**src/rtl/sdiv_pkg.sv**
```systemverilog
package sdiv_pkg;
    // Side information that travels with each operation.
    typedef struct packed {
        logic neg;   // dividend was negative
        logic big;   // quotient cannot fit the magnitude field
    } tag_t;
endpackage

```
**src/rtl/sdiv_prep.sv**
```systemverilog
module sdiv_prep
    import sdiv_pkg::*;
#(
    parameter int ZW = 16,
    parameter int DW = ZW / 2
) (
    input  logic [ZW-1:0] dvd,
    input  logic [DW-1:0] dvs,
    output logic [DW-1:0] hi,
    output logic [DW:0]   lo,
    output tag_t          tag
);
    logic [ZW-1:0] mag;
    logic [ZW-1:0] upper;

    always_comb begin
        mag     = dvd[ZW-1] ? (~dvd + 1'b1) : dvd;
        upper   = mag >> (DW + 1);
        hi      = DW'(upper);
        lo      = mag[DW:0];
        tag.neg = dvd[ZW-1];
        // If the bits above the quotient field reach the divisor,
        // the magnitude of the quotient needs more than DW+1 bits.
        tag.big = upper >= ZW'(dvs);
    end
endmodule

```
**src/rtl/sdiv_step.sv**
```systemverilog
module sdiv_step #(
    parameter int DW = 8
) (
    input  logic [DW-1:0] rem_i,
    input  logic [DW:0]   lo_i,
    input  logic [DW-1:0] den_i,
    output logic [DW-1:0] rem_o,
    output logic [DW:0]   lo_o
);
    logic [DW:0] trial;
    logic        fits;

    always_comb begin
        trial = {rem_i, lo_i[DW]};
        fits  = trial >= {1'b0, den_i};
        rem_o = DW'(fits ? trial - {1'b0, den_i} : trial);
        // The low field shifts out dividend bits and takes in quotient bits.
        lo_o  = {lo_i[DW-1:0], fits};
    end
endmodule

```
**src/rtl/sdiv_fix.sv**
```systemverilog
module sdiv_fix
    import sdiv_pkg::*;
#(
    parameter int DW = 8
) (
    input  logic [DW:0]   qmag,
    input  logic [DW-1:0] rmag,
    input  logic [DW-1:0] den,
    input  tag_t          tag,
    output logic [DW:0]   q,
    output logic [DW:0]   r,
    output logic          dz,
    output logic          ov
);
    logic range_bad;

    always_comb begin
        // A negative result may reach 2**DW, a positive one only 2**DW-1.
        range_bad = tag.neg ? (qmag[DW] && (|qmag[DW-1:0])) : qmag[DW];
        dz        = den == '0;
        ov        = !dz && (tag.big || range_bad);
        q         = tag.neg ? (~qmag + 1'b1) : qmag;
        r         = tag.neg ? (~{1'b0, rmag} + 1'b1) : {1'b0, rmag};
    end
endmodule

```
**src/rtl/sdiv_pipe.sv**
```systemverilog
module sdiv_pipe
    import sdiv_pkg::*;
#(
    parameter int ZW = 16
) (
    input  logic                   clk,
    input  logic                   rst_n,
    input  logic                   en,
    input  logic [ZW-1:0]          dvd,
    input  logic [ZW/2-1:0]        dvs,
    output logic [ZW/2:0]          quo,
    output logic [ZW/2:0]          rem,
    output logic                   dz,
    output logic                   ovf
);
    localparam int DW    = ZW / 2;
    localparam int NSTEP = DW + 1;
    localparam int LAT   = NSTEP + 2;

    typedef struct packed {
        logic [DW-1:0] rem;
        logic [DW:0]   lo;
        logic [DW-1:0] den;
        tag_t          tag;
    } stg_t;

    typedef struct packed {
        logic [DW:0] q;
        logic [DW:0] r;
        logic        dz;
        logic        ov;
    } out_t;

    typedef struct packed {
        stg_t [NSTEP:0] s;
        out_t           o;
    } state_t;

    state_t state_d, state_q;

    logic [DW-1:0] pre_hi;
    logic [DW:0]   pre_lo;
    tag_t          pre_tag;

    logic [DW-1:0] st_rem [NSTEP];
    logic [DW:0]   st_lo  [NSTEP];

    logic [DW:0]   fx_q, fx_r;
    logic          fx_dz, fx_ov;

    sdiv_prep #(.ZW(ZW), .DW(DW)) u_prep (
        .dvd (dvd),
        .dvs (dvs),
        .hi  (pre_hi),
        .lo  (pre_lo),
        .tag (pre_tag)
    );

    for (genvar k = 0; k < NSTEP; k++) begin : g_step
        sdiv_step #(.DW(DW)) u_step (
            .rem_i (state_q.s[k].rem),
            .lo_i  (state_q.s[k].lo),
            .den_i (state_q.s[k].den),
            .rem_o (st_rem[k]),
            .lo_o  (st_lo[k])
        );
    end

    sdiv_fix #(.DW(DW)) u_fix (
        .qmag (state_q.s[NSTEP].lo),
        .rmag (state_q.s[NSTEP].rem),
        .den  (state_q.s[NSTEP].den),
        .tag  (state_q.s[NSTEP].tag),
        .q    (fx_q),
        .r    (fx_r),
        .dz   (fx_dz),
        .ov   (fx_ov)
    );

    always_comb begin
        state_d = state_q;
        if (en) begin
            state_d.s[0].rem = pre_hi;
            state_d.s[0].lo  = pre_lo;
            state_d.s[0].den = dvs;
            state_d.s[0].tag = pre_tag;
            for (int k = 0; k < NSTEP; k++) begin
                state_d.s[k+1].rem = st_rem[k];
                state_d.s[k+1].lo  = st_lo[k];
                state_d.s[k+1].den = state_q.s[k].den;
                state_d.s[k+1].tag = state_q.s[k].tag;
            end
            state_d.o.q  = fx_q;
            state_d.o.r  = fx_r;
            state_d.o.dz = fx_dz;
            state_d.o.ov = fx_ov;
        end
    end

    always_ff @(posedge clk) begin
        if (!rst_n) state_q <= '0;
        else        state_q <= state_d;
    end

    assign quo = state_q.o.q;
    assign rem = state_q.o.r;
    assign dz  = state_q.o.dz;
    assign ovf = state_q.o.ov;

    initial begin
        if (LAT != DW + 3) $error("latency derivation broken");
    end
endmodule

```
**config.mk**
```make
export PLATFORM = sky130hd
export DESIGN_NAME = sdiv_pipe
export DESIGN_NICKNAME = d
export VERILOG_FILES = /design/src/rtl/sdiv_pkg.sv /design/src/rtl/sdiv_prep.sv /design/src/rtl/sdiv_step.sv /design/src/rtl/sdiv_fix.sv /design/src/rtl/sdiv_pipe.sv
export SDC_FILE = /design/constraint.sdc
export NUM_CORES = 1
export LEC_CHECK = 0
export BUFFER_PORTS_ARGS = -buffer_cell sky130_fd_sc_hd__buf_2
export CAP_MARGIN = 20
export CORE_MARGIN = 1.5
export CORE_UTILIZATION = 40
export CTS_CLUSTER_DIAMETER = 50
export DETAILED_ROUTE_END_ITERATION = 12
export MAX_ROUTING_LAYER = met4
export PLACE_DENSITY = 0.65
export RECOVER_POWER = 50
export SLEW_MARGIN = 0
export SYNTH_ARGS = -nofsm -noshare
export SYNTH_HDL_FRONTEND = slang
export SYNTH_SLANG_ARGS = --single-unit
```
**constraint.sdc**
```tcl
create_clock -name clk -period 3 [get_ports clk]
set_input_delay 0.45 -clock clk [delete_from_list [all_inputs] [get_ports clk]]
set_output_delay 0.45 -clock clk [all_outputs]
set_load 0.01 [all_outputs]
```
==> results.py <==
metrics = {
    "sta": {
        "relSlewSlack_pct": -4.53,
        "setup_viol": 0,
        "clock_skew_ns": 0.0218,
        "tightest_slew_ns": 1.57,
        "period_share_pct": 85.5,
        "rsz0062_at_grt": "no",
        "fin_hold_ws_ns": 0.214,
        "hold_viol": 0,
        "worst_slack_ns": 0.435,
        "slew_violations": 204,
        "fmaxAchievable_mhz": 390,
        "layout_min_cycle_time_ns": 2.57,
    },
    "setup_path": {
        "cp-start-kind": "input pin",
        "reg2reg_depth": 9,
        "cp_max_fo": 2,
        "r2r_end": "state_q[70]$_SDFFE_PN0P_",
        "r2r_slack_ns": 0.58,
        "required_ns": 3.34,
        "cp.arrival_ns": 2.91,
        "path_cells": "buf_2, or4_4, or3_4, o31ai_2, xor2_1, ha_1, nand2b_1, a21o_1, a21o_1, a21oi_1, o22ai_1",
        "cp_common_cell": "a21o_1",
        "crit_slowest_cell": "or4_4",
        "path_class": "input pin to flip-flop",
        "end_kind": "flip-flop",
        "r2r-start": "state_q[38]$_SDFFE_PN0P_",
        "slowest_delay_ns": 0.54,
    },
    "outcome": {
        "violations": "max-capacitance violations, max-slew violations",
        "status": "complete, but fails checks",
    },
    "worst_hold_path": {
        "hold_end": "state_q[23]$_SDFFE_PN0P_",
        "hold-path-cell-count": 3,
        "hp-start": "dvs[1]",
        "hold_path_class": "input pin to flip-flop",
    },
    "place": {
        "dp_slack_ns": -0.0520,
        "portBuffers": 46,
        "dpl-instance-area_mm2": 0.0164,
        "hpwl_mm": 26.1,
        "gp_congestion": 0.866,
    },
    "logic_synthesis": {
        "synth_nets": 1956,
        "synth_area_mm2": 0.0158,
        "yosys_warnings": 0,
        "avgSynthCellArea_um2": 8.62,
        "ys_seq_elements": 289,
        "synth_edf_count": 0,
        "synth-main-ff-cell": "dfxtp_1",
        "synth.distinct_cells": 61,
        "synthCells": 1837,
        "async_flop_share_pct": 0,
        "yosysSeqAreaShare_pct": 36.5,
    },
    "route": {
        "via_per_inst": 5.41,
        "drt-initial-drc-count": 549,
        "final_antenna_net_count": 0,
        "routedWlPerCell_um": 15.6,
        "dr.pass1.iters": 6,
        "vias": 12800,
        "drc": 0,
        "wl_mm": 36.9,
    },
    "power": {
        "ir_drop_mv": 0.346,
        "power.density_mw_per_mm2": 610,
        "p_leak_nw": 7.22,
    },
    "clocking": {
        "htree_levels": 2,
        "cts_tree": "yes",
        "post_cts_buffers": 0,
        "hold_buffers": 0,
        "cts-root-buf": "clkbuf_16",
        "clk_pin_slew_worst_paths_ns": 0.06,
        "clockBufferDepth": 3,
        "insertion_delay_ns": 0.53,
        "clock-sinks": 289,
        "cts_buffers": 34,
        "ctsResizeCount": 0,
    },
    "cells_and_area": {
        "drive_gt1_share_pct": 7.91,
        "multiInputGateArea_mm2": 0.00904,
        "seqCellArea_mm2": 0.00579,
        "most-common-layout-cells": "dfxtp_1 (289), nor2_1 (281), mux2i_1 (181)",
        "antenna-diode-count": 0,
        "fillers": 3837,
        "post-route-cell-area_mm2": 0.0175,
        "nNetsFinal": 1940,
        "final_common_cell": "dfxtp_1",
        "area_growth_syn_to_layout_pct": 10.5,
    },
    "die": {
        "die_area_mm2": 0.0408,
        "num_io_pins": 47,
        "core_mm2": 0.0388,
        "die_h_um": 202,
        "start_util_pct": 40.8,
        "rows": 72,
        "die_w_um": 202,
    },
    "global_route": {
        "grt_usage_pct": 18.5,
        "grt_pass1_vias": 12300,
        "grt_max_degree": 110,
        "grt_first_pass_wirelength_mm": 61.5,
        "antenna_found_initial": 0,
        "gr-total-overflow": 0,
    },
    "flow_run": {
        "max_cap_violations": 2,
    },
}
[routing by layer]
metal	GRT usage, %	wire [um]	vias to the layer above
met3	2.40	1230	47
met4	4.34	607	0
met1	24.5	18100	6049
met5	-	0	-
li1	-	-	6536
met2	30.0	16900	167
[worst max path at each step]
stage,start,end,depth (start not counted)
2_1_floorplan,dvd[4],state_q[20]$_SDFFE_PN0P_,10
4_1_cts,dvd[4],state_q[20]$_SDFFE_PN0P_,11
3_3_place_gp,dvd[4],state_q[20]$_SDFFE_PN0P_,11
5_1_grt,rst_n,state_q[202]$_SDFFE_PN0P_,4
6_report,dvd[4],state_q[20]$_SDFFE_PN0P_,11
3_5_place_dp,dvd[4],state_q[20]$_SDFFE_PN0P_,11
[stage by stage]
stage | TNS, ns | utilization, % | cells | power, mW
after floorplan | 0 | - | 1837 | 6.09
after detailed placement | -0.0520 | 42.3 | 2303 | 6.69
final | 0 | 45.1 | 2364 | 10.7
after CTS | 0 | 45.2 | 2364 | 10.8
after global routing | 0 | 45.1 | 2364 | 11.2
after global placement | -0.0451 | 42.3 | 2303 | 6.64
[report_power, final]
part / total (mW) / internal (mW) / switching [mW]
Clock: 4.05 / 2.38 / 1.67
Sequential: 4.21 / 4.04 / 0.169
Combinational: 2.42 / 0.956 / 1.46
[cell usage after synthesis (all sizes together) (26+ instances only)]
cell type  number  area [um2]
dfxtp         289        5790
nor2          281        1050
mux2i         181        1810
inv           122         458
o21ai         100         500
clkbuf         95         357
nand3          95         475
ha             83        1040
a21oi          73         365
a211oi         54         405
buf            33         191
a31oi          31         194
nand2          29         109
nand2b         29         181
nor3           29         145
xnor2          26         228
[logic make-up after synthesis]
| kind of cell | count (synthesis) | synth area share, % |
|---|---|---|
| mux | 181 | 11.4 |
| fa+ha+maj | 92 | 7.70 |
| compound gates | 438 | 19.3 |
| simple gates | 536 | 15.8 |
| buf+inv | 250 | 6.35 |
| flops | 289 | 36.5 |
| xor+xnor | 51 | 2.82 |
[flip-flops by register name (all words and copies together), names as in the netlist]
| register | cells |
|---|---|
| state_q | 269 |
| rem | 9 |
| quo | 9 |
| dz | 1 |
| ovf | 1 |
[critical path: cells and delay by family]
family	cells	cell delay [ns]
buffers and inverters	1	0.11
adders and majority gates	1	0.26
and+or+nand+nor	3	1.07
AOI/OAI and AO/OA	5	0.80
xor gates and xnor gates	1	0.22
[final cells by class]
class	count	share of cell area [%]
clock inverters	16	1.00
well taps	518	3.70
multi-input cells	1298	51.7
repair buffers	76	2.68
clock buffers	45	5.27
inverters	122	2.64
flip-flops and latches	289	33.1
(Power assumes the default switching activity.)
